[src/rtl/irq_vec_pkg.sv]
package irq_vec_pkg;

    // Decision taken at a clock edge
    typedef enum logic [1:0] {
        TAKE_NONE  = 2'd0,
        TAKE_MASK  = 2'd1,
        TAKE_NMI   = 2'd2,
        TAKE_RESET = 2'd3
    } take_e;

    // Reset cause word, power-up in bit 0
    typedef struct packed {
        logic fetch;
        logic key;
        logic wdt;
        logic pin;
        logic por;
    } rst_cause_t;

    localparam rst_cause_t CAUSE_POR = '{fetch: 1'b0, key: 1'b0, wdt: 1'b0, pin: 1'b0, por: 1'b1};

    // True when addr falls in [lo, hi]
    function automatic logic in_window(input logic [15:0] addr,
                                       input logic [15:0] lo,
                                       input logic [15:0] hi);
        return (addr >= lo) && (addr <= hi);
    endfunction

endpackage

[src/rtl/irq_fetch_guard.sv]
module irq_fetch_guard #(
    parameter int               ADDR_W    = 16,
    parameter logic [ADDR_W-1:0] REG_LIMIT = 'h0200,
    parameter logic [ADDR_W-1:0] GAP_LO    = 'h0400,
    parameter logic [ADDR_W-1:0] GAP_HI    = 'hBFFF
) (
    input  logic              fetch_valid,
    input  logic [ADDR_W-1:0] fetch_addr,
    output logic              fault
);
    logic in_regs;
    logic in_gap;

    assign in_regs = fetch_addr < REG_LIMIT;
    assign in_gap  = (fetch_addr >= GAP_LO) && (fetch_addr <= GAP_HI);
    assign fault   = fetch_valid && (in_regs || in_gap);
endmodule

[src/rtl/irq_reset_ctl.sv]
module irq_reset_ctl
    import irq_vec_pkg::*;
(
    input  logic       clk,
    input  logic       rst,
    input  logic       rst_pin,
    input  logic       wdt_expire,
    input  logic       key_viol,
    input  logic       fetch_fault,
    output logic       rst_evt,
    output logic       sys_reset,
    output rst_cause_t cause
);
    rst_cause_t seen;

    always_comb begin
        seen       = '0;
        seen.pin   = rst_pin;
        seen.wdt   = wdt_expire;
        seen.key   = key_viol;
        seen.fetch = fetch_fault;
    end

    assign rst_evt = |seen;

    always_ff @(posedge clk) begin
        if (rst) begin
            sys_reset <= 1'b0;
            cause     <= CAUSE_POR;
        end else begin
            sys_reset <= rst_evt;
            cause     <= cause | seen;
        end
    end
endmodule

[src/rtl/irq_prio_arb.sv]
module irq_prio_arb #(
    parameter int N     = 32,
    localparam int IDX_W = $clog2(N)
) (
    input  logic [N-1:0]     pend,
    output logic             valid,
    output logic [IDX_W-1:0] idx
);
    // Later (higher) indices overwrite earlier ones: highest pending wins
    always_comb begin
        valid = 1'b0;
        idx   = '0;
        for (int i = 0; i < N; i++) begin
            if (pend[i]) begin
                valid = 1'b1;
                idx   = IDX_W'(i);
            end
        end
    end
endmodule

[src/rtl/irq_vector_ctrl.sv]
module irq_vector_ctrl
    import irq_vec_pkg::*;
#(
    parameter int               NUM_SLOTS = 32,
    parameter int               ADDR_W    = 16,
    parameter int               NMI_SRCS  = 3,
    parameter logic [ADDR_W-1:0] REG_LIMIT = 'h0200,
    parameter logic [ADDR_W-1:0] GAP_LO    = 'h0400,
    parameter logic [ADDR_W-1:0] GAP_HI    = 'hBFFF,
    localparam int MASK_SLOTS = NUM_SLOTS - 2
) (
    input  logic                  clk,
    input  logic                  rst,
    input  logic [MASK_SLOTS-1:0] irq_req,
    input  logic [MASK_SLOTS-1:0] irq_en,
    input  logic [NMI_SRCS-1:0]   nmi_flag,
    input  logic [NMI_SRCS-1:0]   nmi_en,
    input  logic                  gie_set,
    input  logic                  insn_boundary,
    input  logic                  rst_pin,
    input  logic                  wdt_expire,
    input  logic                  key_viol,
    input  logic                  fetch_valid,
    input  logic [ADDR_W-1:0]     fetch_addr,
    input  logic                  rstvec_valid,
    input  logic [ADDR_W-1:0]     rstvec_word,
    output logic                  irq_ack,
    output logic [ADDR_W-1:0]     vec_addr,
    output logic                  gie,
    output logic                  sys_reset,
    output logic                  sleep_req,
    output logic [4:0]            rst_cause
);
    localparam int IDX_W      = $clog2(NUM_SLOTS);
    localparam int RESET_SLOT = NUM_SLOTS - 1;
    localparam int NMI_SLOT   = NUM_SLOTS - 2;
    localparam logic [ADDR_W-1:0] VEC_BASE  = ADDR_W'((1 << ADDR_W) - 2 * NUM_SLOTS);
    localparam logic [ADDR_W-1:0] RESET_VEC = VEC_BASE + ADDR_W'(2 * RESET_SLOT);

    logic              fetch_fault;
    logic              rst_evt;
    rst_cause_t        cause;
    logic [NUM_SLOTS-1:0] pend;
    logic              win_valid;
    logic [IDX_W-1:0]  win_idx;
    logic              gie_q;
    logic              nmi_q;
    logic              nmi_arm;
    logic              nmi_any;
    logic              nmi_rise;
    logic              ack_q;
    logic [ADDR_W-1:0] vec_q;
    logic [ADDR_W-1:0] vec_next;
    logic              sleep_q;
    take_e             take;

    irq_fetch_guard #(
        .ADDR_W   (ADDR_W),
        .REG_LIMIT(REG_LIMIT),
        .GAP_LO   (GAP_LO),
        .GAP_HI   (GAP_HI)
    ) u_guard (
        .fetch_valid(fetch_valid),
        .fetch_addr (fetch_addr),
        .fault      (fetch_fault)
    );

    irq_reset_ctl u_rstc (
        .clk        (clk),
        .rst        (rst),
        .rst_pin    (rst_pin),
        .wdt_expire (wdt_expire),
        .key_viol   (key_viol),
        .fetch_fault(fetch_fault),
        .rst_evt    (rst_evt),
        .sys_reset  (sys_reset),
        .cause      (cause)
    );

    // Non-maskable combined request, edge-armed
    assign nmi_any  = |(nmi_flag & nmi_en);
    assign nmi_rise = nmi_any && !nmi_q;

    // Per-slot pending vector
    for (genvar s = 0; s < NUM_SLOTS; s++) begin : g_pend
        if (s == RESET_SLOT) begin : g_rst
            assign pend[s] = 1'b0;
        end else if (s == NMI_SLOT) begin : g_nmi
            assign pend[s] = nmi_arm;
        end else begin : g_mask
            assign pend[s] = irq_req[s] & irq_en[s] & gie_q;
        end
    end

    irq_prio_arb #(.N(NUM_SLOTS)) u_arb (
        .pend (pend),
        .valid(win_valid),
        .idx  (win_idx)
    );

    assign vec_next = VEC_BASE + (ADDR_W'(win_idx) << 1);

    always_comb begin
        take = TAKE_NONE;
        if (rst_evt) begin
            take = TAKE_RESET;
        end else if (insn_boundary && win_valid) begin
            take = (int'(win_idx) == NMI_SLOT) ? TAKE_NMI : TAKE_MASK;
        end
    end

    always_ff @(posedge clk) begin
        if (rst) begin
            gie_q   <= 1'b0;
            nmi_q   <= 1'b0;
            nmi_arm <= 1'b0;
            ack_q   <= 1'b0;
            vec_q   <= RESET_VEC;
            sleep_q <= 1'b0;
        end else begin
            nmi_q <= nmi_any;
            ack_q <= (take == TAKE_MASK) || (take == TAKE_NMI);
            unique case (take)
                TAKE_RESET: begin
                    vec_q   <= RESET_VEC;
                    gie_q   <= 1'b0;
                    nmi_arm <= 1'b0;
                end
                TAKE_NMI: begin
                    vec_q   <= vec_next;
                    gie_q   <= 1'b0;
                    nmi_arm <= 1'b0;
                end
                TAKE_MASK: begin
                    vec_q   <= vec_next;
                    gie_q   <= 1'b0;
                    nmi_arm <= nmi_arm | nmi_rise;
                end
                default: begin
                    gie_q   <= gie_q | gie_set;
                    nmi_arm <= nmi_arm | nmi_rise;
                end
            endcase
            if (rstvec_valid) begin
                sleep_q <= (rstvec_word == '1);
            end
        end
    end

    assign irq_ack   = ack_q;
    assign vec_addr  = vec_q;
    assign gie       = gie_q;
    assign sleep_req = sleep_q;
    assign rst_cause = cause;
endmodule

[config.mk]
export PLATFORM = sky130hd
export DESIGN_NAME = irq_vector_ctrl
export DESIGN_NICKNAME = d
export VERILOG_FILES = /design/src/rtl/irq_vec_pkg.sv /design/src/rtl/irq_fetch_guard.sv /design/src/rtl/irq_reset_ctl.sv /design/src/rtl/irq_prio_arb.sv /design/src/rtl/irq_vector_ctrl.sv
export SDC_FILE = /design/constraint.sdc
export NUM_CORES = 1
export LEC_CHECK = 0
export BUFFER_PORTS_ARGS = -buffer_cell sky130_fd_sc_hd__buf_4
export CELL_PAD_IN_SITES_DETAIL_PLACEMENT = 2
export CELL_PAD_IN_SITES_GLOBAL_PLACEMENT = 2
export CORE_UTILIZATION = 17
export DETAILED_ROUTE_END_ITERATION = 10
export GPL_TIMING_DRIVEN = 0
export PLACE_DENSITY = 0.86
export SYNTH_ARGS = -nofsm -noshare
export SYNTH_HDL_FRONTEND = slang
export SYNTH_SLANG_ARGS = --single-unit
export TNS_END_PERCENT = 5
[constraint.sdc]
create_clock -name clk -period 3.9 [get_ports clk]
set_clock_uncertainty 0.1 [all_clocks]
set_input_delay 0.39 -clock clk [delete_from_list [all_inputs] [get_ports clk]]
set_output_delay 0.39 -clock clk [all_outputs]
set_load 0.02 [all_outputs]
==> impl_results.html <==
<table>
<tr><th>Metric</th><th>Value</th></tr>
<tr><th colspan="2">Synthesis</th></tr>
<tr><td>Sequential cell area fraction in the yosys report</td><td>a little under a quarter</td></tr>
<tr><td>Count of flip-flops with a built-in enable after synthesis</td><td>0</td></tr>
<tr><td>Flop and latch count out of synthesis</td><td>15</td></tr>
<tr><td>Combined area of all synthesized cells</td><td>around 1300 sq um</td></tr>
<tr><td>Async set-or-reset flop fraction in the synthesized netlist</td><td>0%</td></tr>
<tr><td>Top-area cell type share of the netlist area</td><td>23.23%</td></tr>
<tr><td>Total of warnings raised by yosys</td><td>0</td></tr>
<tr><td>Cell variety after synth</td><td>50</td></tr>
<tr><td>Cell taking the most area after synthesis</td><td>sky130_fd_sc_hd__dfxtp_1</td></tr>
<tr><td>Flip-flop cell with the highest count after synthesis</td><td>sky130_fd_sc_hd__dfxtp_1</td></tr>
<tr><td>Syn_area_per_cell</td><td>approximately 7.6 sq um</td></tr>
<tr><td>Top post-synthesis cells by area</td><td>sky130_fd_sc_hd__dfxtp_1, sky130_fd_sc_hd__buf_4, sky130_fd_sc_hd__a22o_1, sky130_fd_sc_hd__nand2_1, sky130_fd_sc_hd__a21oi_1</td></tr>
<tr><td>Count of mapped cells out of synthesis</td><td>170</td></tr>
<tr><th colspan="2">Place</th></tr>
<tr><td>Routability congestion estimate</td><td>just under 0.8</td></tr>
<tr><td>Buffers added on ports</td><td>110</td></tr>
<tr><td>Estimated wirelength of the detail-placed design</td><td>5226 microns</td></tr>
<tr><th colspan="2">Outcome</th></tr>
<tr><td>Status</td><td>finished, final reports clean</td></tr>
<tr><th colspan="2">Setup path</th></tr>
<tr><td>Startpoint class of the critical path</td><td>flip-flop</td></tr>
<tr><td>Maximum net fanout on the critical path</td><td>10</td></tr>
<tr><td>RR Endpoint</td><td>vec_addr[1]</td></tr>
<tr><td>First element of the critical path</td><td>gie</td></tr>
<tr><td>Nature of the critical path endpoint</td><td>flip-flop</td></tr>
<tr><td>Register-to-Register Path Depth</td><td>12</td></tr>
<tr><td>Class of the most critical setup path</td><td>flip-flop to flip-flop</td></tr>
<tr><td>Arrival time at the worst endpoint</td><td>just over 3 ns</td></tr>
<tr><td>Destination of the critical timing path</td><td>vec_addr[1]</td></tr>
<tr><td>Worst-case register-to-register setup slack</td><td>around 0.86 ns</td></tr>
<tr><td>Required @ worst endpoint</td><td>between 3 and 4 ns</td></tr>
<tr><td>Launch point of the worst reg-to-reg path</td><td>gie</td></tr>
<tr><th colspan="2">CTS</th></tr>
<tr><td>TritonCTS clock tree</td><td>done</td></tr>
<tr><td>Insertion delay to the later sink of the worst-skew pair</td><td>0.25 ns</td></tr>
<tr><td>Post-cts resize count</td><td>0</td></tr>
<tr><td>Clock transition at the registers of the reported paths</td><td>approximately 0.060 ns</td></tr>
<tr><td>Cts-stage hold buffer count</td><td>0</td></tr>
<tr><td>Cell at the root of the clock tree</td><td>sky130_fd_sc_hd__clkbuf_8</td></tr>
<tr><td>Number of buffers added by the clock tree synthesis step</td><td>3</td></tr>
<tr><td>Total setup buffers inserted after CTS</td><td>0</td></tr>
<tr><td>H-tree level count</td><td>1</td></tr>
<tr><td>Bufs on Longest Clock Path</td><td>2</td></tr>
<tr><td>Number of sinks handled by clock tree synthesis</td><td>15</td></tr>
<tr><th colspan="2">STA</th></tr>
<tr><td>Post-route fraction of the period consumed by the critical path</td><td>78.02%</td></tr>
<tr><td>Aggregate negative setup slack</td><td>0 ns</td></tr>
<tr><td>Final count of pins violating max slew</td><td>0</td></tr>
<tr><td>Setup repair after global routing missed its margin</td><td>false</td></tr>
<tr><td>Transition time at the pin with the least slew margin</td><td>0.5585 ns</td></tr>
<tr><td>Hold Fails Final Rpt</td><td>0</td></tr>
<tr><td>Highest clock frequency the design can meet</td><td>about 330 MHz</td></tr>
<tr><td>Final Setup Violations</td><td>0</td></tr>
<tr><td>Min Hold Slack</td><td>~0.24 ns</td></tr>
<tr><td>Minimum period implied by the final worst setup slack</td><td>around 3 ns</td></tr>
<tr><td>Max transition margin</td><td>slightly above 60%</td></tr>
<tr><th colspan="2">Cells and area</th></tr>
<tr><td>Layout net count</td><td>406</td></tr>
<tr><td>Ant. Diodes</td><td>0</td></tr>
<tr><td>Proportion of layout cells with a drive suffix above 1</td><td>44.22%</td></tr>
<tr><td>Layout-stage area growth over the synthesis result</td><td>79.86%</td></tr>
<tr><th colspan="2">Detailed routing</th></tr>
<tr><td>Antenna violation net count after detailed routing</td><td>0</td></tr>
<tr><td>Remaining DRCs</td><td>0</td></tr>
<tr><td>Vias per Instance</td><td>4.601</td></tr>
<tr><td>WL/cell</td><td>15.44 microns</td></tr>
<tr><td>Violation count after the first detailed-routing iteration</td><td>57</td></tr>
<tr><td>Router iterations before antenna repair</td><td>4</td></tr>
<tr><td>Via total after detailed routing</td><td>between 1500 and 2000</td></tr>
<tr><td>Aggregate routed wire length</td><td>between 6000 and 7000 microns</td></tr>
<tr><th colspan="2">GRT</th></tr>
<tr><td>Total grt overflow</td><td>0</td></tr>
<tr><td>First-pass GRT wire length</td><td>9273 microns</td></tr>
<tr><td>Initial antenna violation count</td><td>0</td></tr>
<tr><td>Number of global-route vias before repair</td><td>1923</td></tr>
<tr><td>Overall routing resource usage</td><td>15.21%</td></tr>
<tr><td>Pin count of the biggest net entering global routing</td><td>11</td></tr>
<tr><th colspan="2">Job</th></tr>
<tr><td>Count of max-cap constraint violations</td><td>0</td></tr>
<tr><th colspan="2">Die</th></tr>
<tr><td>Core ar.</td><td>7292 sq um</td></tr>
<tr><td>Die X-Extent</td><td>a little under 90 microns</td></tr>
<tr><td>Die H</td><td>89.20 microns</td></tr>
<tr><td>Number of cell rows</td><td>31</td></tr>
<tr><td>Number of ports placed on the die boundary</td><td>between 100 and 150</td></tr>
<tr><td>Die Outline Area</td><td>between 7000 and 8000 sq um</td></tr>
<tr><td>Starting utilization of the core area</td><td>17.72%</td></tr>
<tr><th colspan="2">Worst hold path</th></tr>
<tr><td>Hold depth</td><td>2</td></tr>
<tr><td>Origin of the worst min-delay path</td><td>rst</td></tr>
<tr><td>Path category of the worst min-delay check</td><td>primary input to flip-flop</td></tr>
<tr><th colspan="2">Power</th></tr>
<tr><td>Cell Pwr Density</td><td>about 210 nW/um^2</td></tr>
<tr><td>Leakage</td><td>1.073 nW</td></tr>
<tr><td>Peak supply drop</td><td>about 0.12 mV</td></tr>
</table>
## sequential cells by signal, summed over array words and instances (netlist names)
register	flops
u_rstc.sys_reset	1
vec_addr	5
sleep_req	1
nmi_q	1
irq_ack	1
u_rstc.cause	4
nmi_arm	1
gie	1
## layout by cell type (no fill, tap or decap), types with 4 or more instances in the layout
master / n
sky130_fd_sc_hd__buf_4: 123
sky130_fd_sc_hd__nand2_1: 23
sky130_fd_sc_hd__nor2_1: 15
sky130_fd_sc_hd__dfxtp_1: 15
sky130_fd_sc_hd__a21oi_1: 12
sky130_fd_sc_hd__conb_1: 12
sky130_fd_sc_hd__a22o_1: 11
sky130_fd_sc_hd__o21ai_0: 8
sky130_fd_sc_hd__a31oi_1: 5
sky130_fd_sc_hd__nand4_1: 5
sky130_fd_sc_hd__a22oi_1: 4
sky130_fd_sc_hd__nand3_1: 4
sky130_fd_sc_hd__ha_1: 4
## logic make-up after synthesis
group / after synthesis / share of synthesized area (%)
flops: 15 / 23.23
buf+inv: 18 / 9.583
fa+ha+maj: 4 / 3.872
simple gates: 65 / 24.88
other cells: 2 / 0.5810
mux: 1 / 0.7745
compound gates: 65 / 37.08
## through the flow
| step | setup slack (ns) | cells | power (W) | area, sq um | utilization (%) |
|---|---|---|---|---|---|
| floorplan | 1.283 | 180 | 0.0002467 | 1330 | - |
| global placement | 0.9736 | 389 | 0.0003548 | 2280 | 31.26 |
| detailed placement | 0.6958 | 389 | 0.0003616 | 2280 | 31.26 |
| CTS | 0.8313 | 393 | 0.0004934 | 2325 | 31.88 |
| global route | 0.5133 | 393 | 0.0005176 | 2325 | 31.88 |
| finish | 0.8572 | 393 | 0.0004878 | 2325 | 31.88 |
## worst max-delay path, stage by stage, from the launching register on
cell,delay [ns]
sky130_fd_sc_hd__dfxtp_1,0.32
sky130_fd_sc_hd__buf_4,0.17
sky130_fd_sc_hd__inv_2,0.06
sky130_fd_sc_hd__buf_6,0.13
sky130_fd_sc_hd__a21oi_1,0.07
sky130_fd_sc_hd__nor3_1,0.37
sky130_fd_sc_hd__nand4bb_1,0.19
sky130_fd_sc_hd__a31oi_1,0.33
sky130_fd_sc_hd__ha_1,0.33
sky130_fd_sc_hd__nor2_1,0.23
sky130_fd_sc_hd__o41ai_1,0.17
sky130_fd_sc_hd__a2111oi_0,0.31
sky130_fd_sc_hd__a21oi_1,0.12
## how the worst min path moves through the flow
stage                        to
6_report       u_rstc.sys_reset
5_1_grt        u_rstc.sys_reset
4_1_cts        u_rstc.sys_reset
3_5_place_dp    u_rstc.cause[3]
3_3_place_gp    u_rstc.cause[3]
2_1_floorplan  u_rstc.sys_reset
## layer usage
| metal | track usage (%) | up-vias | routed length (microns) | part of all wire (%) |
|---|---|---|---|---|
| met3 | 2.031 | 10 | 280 | 4.6 |
| met1 | 17.43 | 859 | 2421 | 40 |
| met5 | 0 | - | 0 | 0 |
| met2 | 29.42 | 55 | 3241 | 53 |
| li1 | - | 884 | - | - |
| met4 | 3.896 | 0 | 125 | 2.1 |
## Yosys cell counts, types with 2 or more instances
cell	n
sky130_fd_sc_hd__dfxtp_1	15
sky130_fd_sc_hd__a21oi_1	12
sky130_fd_sc_hd__a32o_1	2
sky130_fd_sc_hd__a211oi_1	2
sky130_fd_sc_hd__o21bai_1	2
sky130_fd_sc_hd__a222oi_1	2
sky130_fd_sc_hd__nor2b_1	2
sky130_fd_sc_hd__nand4_1	5
sky130_fd_sc_hd__nor4_1	2
sky130_fd_sc_hd__conb_1	2
sky130_fd_sc_hd__o21ai_0	8
sky130_fd_sc_hd__nor4b_1	2
sky130_fd_sc_hd__a22oi_1	4
sky130_fd_sc_hd__buf_4	13
sky130_fd_sc_hd__nor2_1	15
sky130_fd_sc_hd__a41oi_1	2
sky130_fd_sc_hd__nand2_1	23
sky130_fd_sc_hd__a31oi_1	5
sky130_fd_sc_hd__nand2b_1	2
sky130_fd_sc_hd__nor3_1	2
sky130_fd_sc_hd__clkbuf_1	2
sky130_fd_sc_hd__a22o_1	11
sky130_fd_sc_hd__a21o_1	2
sky130_fd_sc_hd__ha_1	4
sky130_fd_sc_hd__nand3_1	4
## final cells by class
cell class,count,area [sq um]
plain buffers,16,116.4
clock buffers,4,45.04
fillers,908,4967
inverters,2,7.507
multi-input cells,147,905.9
flip-flops and latches,15,300.3
well taps,99,123.9
repair buffers,110,825.8
## report_power, final
part | switching [W] | total [W] | internal [W]
registers | 0.00000405 | 0.000165 | 0.000161
clock network | 0.0000560 | 0.000128 | 0.0000724
logic | 0.0000862 | 0.000194 | 0.000108
No activity file was read; power rests on OpenSTA's default activity.
